$ cat src/rtl/rrsel_pkg.sv
package rrsel_pkg;

    // What the selector does with its selection in the coming edge.
    typedef enum logic [2:0] {
        ACT_HOLD  = 3'd0,
        ACT_FORCE = 3'd1,
        ACT_KEEP  = 3'd2,
        ACT_SEEK  = 3'd3,
        ACT_STEP  = 3'd4,
        ACT_NOSRC = 3'd5
    } sel_act_e;

endpackage

$ cat src/rtl/rrsel_search.sv
// Cyclic search for the first enabled input starting at (or just after)
// a given position.
module rrsel_search #(
    parameter int unsigned N_IN      = 3,
    parameter int unsigned IDX_W     = (N_IN > 1) ? $clog2(N_IN) : 1,
    parameter bit          INCLUSIVE = 1'b1
) (
    input  logic [IDX_W-1:0] start_i,
    input  logic [N_IN-1:0]  enable_i,
    output logic             found_o,
    output logic [IDX_W-1:0] idx_o
);
    localparam int unsigned SUM_W = IDX_W + 1;

    logic [IDX_W-1:0] cand [N_IN];
    logic [N_IN-1:0]  hit;

    for (genvar k = 0; k < N_IN; k++) begin : g_cand
        localparam int unsigned OFF = INCLUSIVE ? k : k + 1;
        logic [SUM_W-1:0] sum;
        always_comb begin
            sum = {1'b0, start_i} + SUM_W'(OFF);
            if (sum >= SUM_W'(N_IN)) begin
                sum = sum - SUM_W'(N_IN);
            end
        end
        assign cand[k] = sum[IDX_W-1:0];
        assign hit[k]  = enable_i[cand[k]];
    end

    always_comb begin
        found_o = 1'b0;
        idx_o   = start_i;
        for (int k = N_IN - 1; k >= 0; k--) begin
            if (hit[k]) begin
                found_o = 1'b1;
                idx_o   = cand[k];
            end
        end
    end
endmodule

$ cat src/rtl/rrsel_mode_decode.sv
// Classifies the mode code and the events of this cycle into one action.
module rrsel_mode_decode
    import rrsel_pkg::*;
#(
    parameter int unsigned N_IN      = 3,
    parameter int unsigned MODE_W    = 3,
    parameter int unsigned AUTO_CODE = 4
) (
    input  logic [MODE_W-1:0] mode_i,
    input  logic              auto_q_i,
    input  logic              lock_i,
    input  logic              switch_i,
    input  logic              any_en_i,
    output logic              is_auto_o,
    output sel_act_e          act_o
);
    localparam logic [MODE_W-1:0] LAST_MANUAL = MODE_W'(N_IN - 1);
    localparam logic [MODE_W-1:0] AUTO_VAL    = MODE_W'(AUTO_CODE);

    always_comb begin
        is_auto_o = (mode_i == AUTO_VAL);
        act_o     = ACT_HOLD;
        if (mode_i <= LAST_MANUAL) begin
            act_o = ACT_FORCE;
        end else if (is_auto_o) begin
            if (!any_en_i) begin
                act_o = ACT_NOSRC;
            end else if (!auto_q_i) begin
                act_o = lock_i ? ACT_KEEP : ACT_SEEK;
            end else if (switch_i) begin
                act_o = ACT_STEP;
            end
        end
    end
endmodule

$ cat src/rtl/rrsel_onehot.sv
// Binary index to one-hot select.
module rrsel_onehot #(
    parameter int unsigned N_IN  = 3,
    parameter int unsigned IDX_W = (N_IN > 1) ? $clog2(N_IN) : 1
) (
    input  logic [IDX_W-1:0] idx_i,
    output logic [N_IN-1:0]  onehot_o
);
    for (genvar i = 0; i < N_IN; i++) begin : g_bit
        assign onehot_o[i] = (idx_i == IDX_W'(i));
    end
endmodule

$ cat src/rtl/rrsel_core.sv
module rrsel_core
    import rrsel_pkg::*;
#(
    parameter int unsigned N_IN      = 3,
    parameter int unsigned MODE_W    = 3,
    parameter int unsigned AUTO_CODE = 4,
    parameter int unsigned RESET_SEL = 0,
    localparam int unsigned IDX_W    = (N_IN > 1) ? $clog2(N_IN) : 1
) (
    input  logic              clk_i,
    input  logic              rst_ni,
    input  logic [MODE_W-1:0] mode_i,
    input  logic [N_IN-1:0]   enable_i,
    input  logic              lock_i,
    input  logic              switch_i,
    output logic [IDX_W-1:0]  sel_idx_o,
    output logic [N_IN-1:0]   sel_onehot_o,
    output logic              switched_o,
    output logic              no_src_err_o
);
    typedef struct packed {
        logic [IDX_W-1:0] sel;
        logic             auto_on;
        logic             switched;
        logic             err;
    } sel_state_t;

    localparam sel_state_t RESET_STATE = '{
        sel:      IDX_W'(RESET_SEL),
        auto_on:  1'b0,
        switched: 1'b0,
        err:      1'b0
    };

    sel_state_t state_d, state_q;

    logic             is_auto;
    sel_act_e         act;
    logic             seek_found, step_found;
    logic [IDX_W-1:0] seek_idx, step_idx;
    logic             any_en;

    assign any_en = |enable_i;

    rrsel_mode_decode #(
        .N_IN      (N_IN),
        .MODE_W    (MODE_W),
        .AUTO_CODE (AUTO_CODE)
    ) u_decode (
        .mode_i    (mode_i),
        .auto_q_i  (state_q.auto_on),
        .lock_i    (lock_i),
        .switch_i  (switch_i),
        .any_en_i  (any_en),
        .is_auto_o (is_auto),
        .act_o     (act)
    );

    // Entry search: current input counts as a candidate.
    rrsel_search #(
        .N_IN      (N_IN),
        .IDX_W     (IDX_W),
        .INCLUSIVE (1'b1)
    ) u_seek (
        .start_i  (state_q.sel),
        .enable_i (enable_i),
        .found_o  (seek_found),
        .idx_o    (seek_idx)
    );

    // Rotation search: starts one past the current input.
    rrsel_search #(
        .N_IN      (N_IN),
        .IDX_W     (IDX_W),
        .INCLUSIVE (1'b0)
    ) u_step (
        .start_i  (state_q.sel),
        .enable_i (enable_i),
        .found_o  (step_found),
        .idx_o    (step_idx)
    );

    always_comb begin
        state_d         = state_q;
        state_d.auto_on = is_auto;
        state_d.err     = (act == ACT_NOSRC);
        unique case (act)
            ACT_FORCE: state_d.sel = IDX_W'(mode_i);
            ACT_SEEK:  if (seek_found) state_d.sel = seek_idx;
            ACT_STEP:  if (step_found) state_d.sel = step_idx;
            default:   state_d.sel = state_q.sel;
        endcase
        state_d.switched = (state_d.sel != state_q.sel);
    end

    always_ff @(posedge clk_i or negedge rst_ni) begin
        if (!rst_ni) begin
            state_q <= RESET_STATE;
        end else begin
            state_q <= state_d;
        end
    end

    rrsel_onehot #(
        .N_IN  (N_IN),
        .IDX_W (IDX_W)
    ) u_onehot (
        .idx_i    (state_q.sel),
        .onehot_o (sel_onehot_o)
    );

    assign sel_idx_o    = state_q.sel;
    assign switched_o   = state_q.switched;
    assign no_src_err_o = state_q.err;
endmodule

$ cat config.mk
export PLATFORM = sky130hd
export DESIGN_NAME = rrsel_core
export DESIGN_NICKNAME = d
export VERILOG_FILES = /design/src/rtl/rrsel_pkg.sv /design/src/rtl/rrsel_search.sv /design/src/rtl/rrsel_mode_decode.sv /design/src/rtl/rrsel_onehot.sv /design/src/rtl/rrsel_core.sv
export SDC_FILE = /design/constraint.sdc
export NUM_CORES = 1
export LEC_CHECK = 0
export ABC_CLOCK_PERIOD_IN_PS = 2900
export CAP_MARGIN = 40
export CELL_PAD_IN_SITES_DETAIL_PLACEMENT = 1
export CELL_PAD_IN_SITES_GLOBAL_PLACEMENT = 1
export CORE_MARGIN = 4
export CORE_UTILIZATION = 44
export CTS_CLUSTER_SIZE = 24
export DETAILED_ROUTE_END_ITERATION = 8
export DONT_BUFFER_PORTS = 1
export GPL_TIMING_DRIVEN = 0
export HOLD_SLACK_MARGIN = 0.03
export PLACE_DENSITY = 0.83
export SYNTH_ARGS = -nofsm -noshare
export SYNTH_HDL_FRONTEND = slang
export SYNTH_SLANG_ARGS = --single-unit
$ cat constraint.sdc
create_clock -name clk_i -period 2.9 [get_ports clk_i]
set_clock_uncertainty 0.15 [all_clocks]
set_input_delay 0.145 -clock clk_i [delete_from_list [all_inputs] [get_ports clk_i]]
set_output_delay 0.145 -clock clk_i [all_outputs]
set_load 0.1 [all_outputs]
==> summary.txt, run 1 <==
Detailed routing
  • Routed WL: 2020 µm
  • Vias/cell: 5.97
  • Via Count: 716
  • ANT nets after route: 0
  • DRC errors left: 0
  • Total iterations of the first detailed-routing run: 4
  • DRT iter0 DRCs: 10
  • Routed wire per std cell: 16.8 µm

Worst setup path
  • Worst EP arrival: 2720 ps
  • Critical-path maximum fanout: 9
  • Reg-to-Reg End: switched_o$_DFF_PN0_
  • Critical path class: flop to flop
  • Top delay family on crit path: flip-flops
  • CP cell instances: clkinvlp_4, buf_4, ha_1, buf_4, mux2i_1, nor3_1, a2111oi_4, o32ai_2, nand2_1, o2111ai_1
  • Critical path's slowest cell: dfrtp_4
  • Reg2reg start: sel_idx_o[0]$_DFF_PN0_
  • CP Data Required Time: 2860 ps
  • Setup crit end kind: flop
  • Worst r2r path cells: 10
  • Buffer and inverter count on the worst path: 3
  • R2R Setup Slk: 140 ps
  • CP most frequent cell: buf_4
  • Critical Path Max Stage Delay: 660 ps
  • Startpoint types: flop

Hold path
  • Hold path depth: 4
  • Hold crit path type: input pin to flop
  • Worst Hold End: sel_idx_o[1]$_DFF_PN0_
  • Hold path start: mode_i[1]

GRT
  • Vias in the first global route: 709
  • Initial antenna violation count: 0
  • Pin count of the biggest net entering global routing: 11
  • Gr usage total: 17.6%
  • Global-route wire length before repair: 3310 µm
  • Total grt overflow: 0

Timing
  • Hold WS: 67.4 ps
  • Setup Viol. Count Final: 0
  • Tcrit/Tclk final: 95.2%
  • Crit path time final: 2760 ps
  • Hold Vio Cnt, Final: 0
  • Relative slew slack: 42.5%
  • Fmax: 362 MHz
  • Worst Tran Pin Value: 863 ps
  • Slew Limit Fails: 0
  • Final WS setup: 139 ps

Floorplan
  • Die Ht: 48.5 µm
  • Cell Rows: 14
  • Die area: 2350 µm²
  • Initial Util: 47.4%
  • Die width: 48.5 µm
  • Core Area: 1520 µm²
  • I/O pin count: 17

Synth
  • Post-Syn Nets: 102
  • Synthesized netlist cell count: 86
  • Register area share after synthesis: 17.3%
  • FFs w/ async S/R, synth: 100%
  • Post-synth EDFFs: 0
  • Synth Flop Type: dfrtp_1
  • Ys Warns: 0
  • Synth cell types: 40
  • Most numerous cell in the Yosys netlist: nand2_1
  • Avg Synthesized Cell Area: 8.39 µm²
  • Area of the mapped netlist: 722 µm²
  • Synth Register Bits: 5
  • Synth top area cells: dfrtp_1 (17%), ha_1 (10%), nand2_1 (4.7%)
  • Synth cell count leaders: nand2_1 (9), nor2_1 (7), ha_1 (6), inv_1 (6), dfrtp_1 (5)
  • Top-area cell type share of the netlist area: 17.3%
  • Post-synth top area cell: dfrtp_1

Place
  • Final GP Congestion: 0.772
  • DP HPWL: 1440 µm
  • Placed insts: 106
  • # port buffers: 0
  • Pre-CTS setup slack: -70.0 ps

Layout
  • Share of cells above drive strength 1: 29.8%
  • Core Util, Final: 61.7%
  • Fillers: 180
  • Non-Filler Instances: 120
  • Area of the multi-input gates: 539 µm²
  • Nets: 121
  • Area Overhead vs Synth: 30.2%
  • Reg area: 129 µm²
  • # diodes: 0

Flow run
  • Max Cap Viol: 0

Clock tree
  • Clock sink count: 5
  • Clk Latency, worst-skew pair: 250 ps
  • Clock H-tree levels: 1
  • Cts bufs inserted: 3
  • Clock Tree Buf Depth: 2
  • CTS tree: done
  • Root Buffer: clkbuf_4
  • CTS clk-pin slew, worst paths: 40 ps

Power and ir drop
  • Power Density: 538 nW/µm²
  • Pleak: 0.000407 µW
  • VDD IR-drop max: 0.285 mV

Run status
  • Status: finished, final reports clean
[worst max-delay path by stage]
stage	from	endpoint	depth (start not counted)
floorplan	sel_idx_o[1]$_DFF_PN0_	switched_o$_DFF_PN0_	8
global placement	sel_idx_o[1]$_DFF_PN0_	switched_o$_DFF_PN0_	8
detailed placement	sel_idx_o[0]$_DFF_PN0_	switched_o$_DFF_PN0_	8
CTS	sel_idx_o[0]$_DFF_PN0_	switched_o$_DFF_PN0_	8
global route	sel_idx_o[0]$_DFF_PN0_	switched_o$_DFF_PN0_	10
finish	sel_idx_o[0]$_DFF_PN0_	switched_o$_DFF_PN0_	10
[routing by layer]
metal | track usage, % | part of all wire, %
met3 | 3.68 | 3.5
met1 | 23.0 | 46
met2 | 28.3 | 49
met4 | 6.73 | 1.5
met5 | 0 | 0
[logic make-up (layout without fill, tap and decap cells)]
family / Yosys count / after routing / synth area share [%]
AND/OR/NAND/NOR: 34 / 34 / 28.3
AO/OA/AOI/OAI: 27 / 27 / 32.4
buffers and inverters: 12 / 30 / 8.84
adder cells (fa/ha/maj): 6 / 6 / 10.4
flip-flops: 5 / 5 / 17.3
multiplexers: 2 / 2 / 2.77
[state kept, by name, indices dropped and copies added, names as in the netlist]
name,cells
sel_idx_o,2
no_src_err_o,1
state_q,1
switched_o,1
[worst register-to-register path, stage by stage (launching register included)]
cell and delay [ps]:
dfrtp_4 660, clkinvlp_4 240, buf_4 180, ha_1 190, buf_4 170, mux2i_1 190, nor3_1 100, a2111oi_4 350
o32ai_2 170, nand2_1 120, o2111ai_1 110
[metrics by stage]
| step | setup TNS (ps) | power (µW) | area [µm²] |
|---|---|---|---|
| after CTS | 0 | 485 | 895 |
| after global placement | -320 | 352 | 743 |
| after global routing | -8.41 | 540 | 940 |
| after floorplan | 0 | 326 | 723 |
| after detailed placement | -70.0 | 389 | 816 |
| final | 0 | 505 | 940 |
[what timing repair did]
action / CTS / global route
gates cloned: 0 / 0
pin swaps: 0 / 0
endpoints found under the setup margin: 1 / 1
hold buffers: 5 / 0
resized for setup: 1 / 2
setup buffers: 0 / 5
endpoints found under the hold margin: 8 / 0
[cells in the final DEF, fill, tap and decap left out, types with 2 or more instances in the layout]
master / count
dfrtp_1: 4
clkbuf_4: 3
o21bai_1: 3
o31ai_1: 2
buf_2: 3
ha_1: 6
o2111ai_1: 2
o211ai_1: 2
nor2_1: 7
buf_4: 6
or2_2: 2
nand2b_1: 2
dlygate4sd3_1: 5
buf_8: 3
nand3_1: 3
o21ai_0: 2
a21oi_1: 4
mux2i_1: 2
inv_1: 5
nand2_1: 9
[final cells by class]
class / instances / area share, %
sequential: 5 / 13.7
clock buffer: 4 / 2.80
inverter: 6 / 2.80
multi-input combinational: 69 / 57.4
tap: 16 / 2.13
timing repair buffer: 14 / 16.8
buffer: 6 / 4.39
[report_power, final]
| group | total (µW) | internal, µW | switching [µW] | leakage (µW) |
|---|---|---|---|---|
| Combinational | 283 | 112 | 171 | 0.000329 |
| Clock | 85.8 | 52.3 | 33.5 | 0.0000150 |
| Sequential | 136 | 78.8 | 57.2 | 0.0000629 |
| Total | 505 | 244 | 262 | 0.000407 |
Note: power is estimated with default switching activity, not from simulation.
==> run 2: changes to the inputs <==
--- a/config.mk
+++ b/config.mk
@@ -5,12 +5,13 @@
 export SDC_FILE = /design/constraint.sdc
 export NUM_CORES = 1
 export LEC_CHECK = 0
+export ABC_AREA = 1
 export ABC_CLOCK_PERIOD_IN_PS = 2900
 export CAP_MARGIN = 40
 export CELL_PAD_IN_SITES_DETAIL_PLACEMENT = 1
 export CELL_PAD_IN_SITES_GLOBAL_PLACEMENT = 1
 export CORE_MARGIN = 4
-export CORE_UTILIZATION = 44
+export CORE_UTILIZATION = 41
 export CTS_CLUSTER_SIZE = 24
 export DETAILED_ROUTE_END_ITERATION = 8
 export DONT_BUFFER_PORTS = 1
==> summary.txt, run 2 <==
Worst setup path
  • Reg2reg start: sel_idx_o[1]$_DFF_PN0_ (was sel_idx_o[0]$_DFF_PN0_)
  • Worst EP arrival: 2500 ps (was 2720 ps)
  • Critical path origin: sel_idx_o[1]$_DFF_PN0_ (was sel_idx_o[0]$_DFF_PN0_)
  • CP Data Required Time: 2870 ps (was 2860 ps)
  • R2R Setup Slk: 380 ps (was 140 ps)
  • Reg-to-Reg End: switched_o$_DFF_PN0_ (unchanged)
  • Setup crit end kind: flop (unchanged)
  • Critical path class: flop to flop (unchanged)
  • Worst r2r path cells: 18 (was 10)
  • Critical-path maximum fanout: 9 (unchanged)
  • Startpoint types: flop (unchanged)
  • Critical Path Sink: switched_o$_DFF_PN0_ (unchanged)

Detailed routing
  • Via Count: 784 (was 716)
  • DRC errors left: 0 (unchanged)
  • Total iterations of the first detailed-routing run: 4 (unchanged)
  • DRT iter0 DRCs: 5 (was 10)
  • Vias/cell: 4.96 (was 5.97)
  • Routed WL: 2080 µm (was 2020 µm)
  • Routed wire per std cell: 13.2 µm (was 16.8 µm)
  • ANT nets after route: 0 (unchanged)

Hold path
  • Hold crit path type: input pin to async pin (was input pin to flop)

Synth
  • Avg Synthesized Cell Area: 6.25 µm² (was 8.39 µm²)
  • Ys Warns: 0 (unchanged)
  • Largest family of logic cells by synthesized area: simple AND/OR/NAND/NOR gates (was compound AO/OA/AOI/OAI gates)
  • XOR/XNOR Fraction of Synth Area: 0% (unchanged)
  • Synth Area in Simple Gates: 56.4% (was 28.2%)
  • Area of the mapped netlist: 749 µm² (was 722 µm²)
  • Register area share after synthesis: 16.7% (was 17.3%)
  • Top-area cell type share of the netlist area: 20.5% (was 17.3%)
  • Synth top area cells: nand2_1 (21%), dfrtp_1 (17%), ha_1 (10%) (was dfrtp_1 (17%), ha_1 (10%), nand2_1 (4.7%))
  • Synth Register Bits: 5 (unchanged)
  • FFs w/ async S/R, synth: 100% (unchanged)
  • Post-Syn Nets: 136 (was 102)
  • Post-synth EDFFs: 0 (unchanged)
  • Post-synthesis mux area share: 0% (was 2.77%)
  • Most numerous cell in the Yosys netlist: nand2_1 (unchanged)
  • Synth cell count leaders: nand2_1 (41), nand3_1 (13), inv_1 (10) (was nand2_1 (9), nor2_1 (7), ha_1 (6), inv_1 (6), dfrtp_1 (5))
  • Adder-cell area share of the yosys netlist: 10.0% (was 10.4%)
  • Synth Flop Type: dfrtp_1 (unchanged)
  • Post-synth top area cell: nand2_1 (was dfrtp_1)
  • Compound-Gate Fraction of Synth Area: 5.68% (was 32.4%)
  • Synthesized netlist cell count: 120 (was 86)
  • Synth cell types: 21 (was 40)

Layout
  • Reg area: 125 µm² (was 129 µm²)
  • # diodes: 0 (unchanged)
  • Area of the multi-input gates: 541 µm² (was 539 µm²)
  • Share of cells above drive strength 1: 29.3% (was 29.8%)
  • Fillers: 238 (was 180)
  • Most frequent cells in the layout: nand2_1 (41), nand3_1 (13), inv_1 (10) (was nand2_1 (9), nor2_1 (7), buf_4 (6), ha_1 (6))
  • Area Overhead vs Synth: 26.4% (was 30.2%)
  • Max reg flops: 2 (unchanged)
  • Nets: 150 (was 121)
  • Non-Filler Instances: 158 (was 120)
  • Most common cell after layout, fill and taps aside: nand2_1 (unchanged)
  • Core Util, Final: 54.9% (was 61.7%)

Floorplan
  • Core Area: 1730 µm² (was 1520 µm²)
  • Die width: 50.8 µm (was 48.5 µm)
  • Die area: 2580 µm² (was 2350 µm²)
  • Die Ht: 50.8 µm (was 48.5 µm)
  • I/O pin count: 17 (unchanged)
  • Cell Rows: 15 (was 14)
  • Initial Util: 43.4% (was 47.4%)

GRT
  • Initial antenna violation count: 0 (unchanged)
  • Gr usage total: 19.1% (was 17.6%)
  • Pin count of the biggest net entering global routing: 10 (was 11)
  • Vias in the first global route: 831 (was 709)
  • Global-route wire length before repair: 3720 µm (was 3310 µm)
  • Total grt overflow: 0 (unchanged)

Run status
  • Status: finished, final reports clean (unchanged)

Power and ir drop
  • Pleak: 0.000533 µW (was 0.000407 µW)
  • VDD IR-drop max: 0.365 mV (was 0.285 mV)
  • Power Density: 664 nW/µm² (was 538 nW/µm²)

Timing
  • Unrepaired setup endpoints after global routing: no
  • Hold Vio Cnt, Final: 0 (unchanged)
  • Tcrit/Tclk final: 87.1% (was 95.2%)
  • Setup Viol. Count Final: 0 (unchanged)
  • Final WS setup: 375 ps (was 139 ps)
  • Relative slew slack: 41.3% (was 42.5%)
  • Crit path time final: 2520 ps (was 2760 ps)
  • Fmax: 396 MHz (was 362 MHz)
  • Slew Limit Fails: 0 (unchanged)
  • Worst Tran Pin Value: 882 ps (was 863 ps)
  • Post-Route Setup TNS: 0 ps (unchanged)

Clock tree
  • Clock Tree Buf Depth: 2 (unchanged)
  • Post_cts resized: 0 (was 1)
  • Cts bufs inserted: 3 (unchanged)
  • Root Buffer: clkbuf_4 (unchanged)
  • CTS tree: done (unchanged)
  • Clk Latency, worst-skew pair: 240 ps (was 250 ps)
  • Clock sink count: 5 (unchanged)
  • CTS clk-pin slew, worst paths: 50 ps (was 40 ps)
  • Clock H-tree levels: 1 (unchanged)

Place
  • Final GP Congestion: 0.726 (was 0.772)
  • Pre-CTS setup slack: 390 ps (was -70.0 ps)
  • # port buffers: 0 (unchanged)
  • Placed insts: 150 (was 106)
  • DP HPWL: 1590 µm (was 1440 µm)

Flow run
  • Max Cap Viol: 0 (unchanged)
## run 2: changes by cell type in the layout (fill, tap and decap cells not counted), sizes merged, moves of 3 or more
cell / delta
nor2: +4
a21oi: -3
nand2: +42
nand3: +14
buf: -8
inv: +13
o21bai: -3
## run 2: where the power goes
| part | internal, µW | switching (µW) |
|---|---|---|
| registers | 79.0 | 54.1 |
| clock network | 52.1 | 30.2 |
| logic | 142 | 271 |
| total | 273 | 355 |
## run 2: worst min-delay path by stage
| stage | end | slack (ps) | depth (start not counted) |
|---|---|---|---|
| floorplan | no_src_err_o$_DFF_PN0_ | -300 | 0 |
| global placement | no_src_err_o$_DFF_PN0_ | -300 | 0 |
| detailed placement | no_src_err_o$_DFF_PN0_ | -300 | 0 |
| CTS | switched_o$_DFF_PN0_ | 40 | 1 |
| global route | no_src_err_o$_DFF_PN0_ | 50 | 1 |
| finish | state_q[2]$_DFF_PN0_ | 40 | 1 |
## run 2: final cells by class
type / instances / area share (%)
Sequential cell: 5 / 13.2
Tap cell: 25 / 3.30
Inverter: 19 / 7.66
Timing Repair Buffer: 9 / 14.8
Clock buffer: 4 / 2.77
Multi-Input combinational cell: 95 / 57.1
Buffer: 1 / 1.19
## run 2: stage by stage
stage | hold slack, ps | total power [µW] | area, µm²
2_1_floorplan | -301 | 436 | 749
3_3_place_gp | -300 | 474 | 781
3_5_place_dp | -300 | 540 | 881
4_1_cts | 43.5 | 629 | 947
5_1_grt | 51.3 | 682 | 947
6_report | 42.9 | 629 | 947
## run 2: worst max-delay path, cell delays in order (launching register included)
cell and delay, ps:
dfrtp_1 540, buf_16 220, inv_1 140, ha_1 310, buf_6 140, inv_2 60, nand2_1 60, nand2_1 60
nand2_1 50, nand2_1 100, nand2_1 80, nand2_1 60, nand2_1 40, nand3_1 60, nand2_1 50, nand2_1 90
nand2_2 70, nand2_2 60, nand3_2 60
## run 2: layer usage
layer	global-route usage [%]	vias to the layer above	part of all wire [%]
li1	-	400	-
met1	22.3	361	41
met2	32.8	17	53
met3	3.56	6	3.6
met4	9.87	0	2.4
met5	0	-	0
## run 2: repair_timing
| action | 4_1_cts | 5_1_grt |
|---|---|---|
| endpoints found under the setup margin | 0 | 0 |
| buffers inserted | 0 | 0 |
| hold endpoints to repair | 7 | 0 |
| hold buffers | 4 | 0 |
## run 2: cells by family after synthesis
family                     after synthesis
and+or+nand+nor                         84
buffers and inverters                   20
adders and majority gates                6
AOI/OAI and AO/OA                        5
DFF                                      5
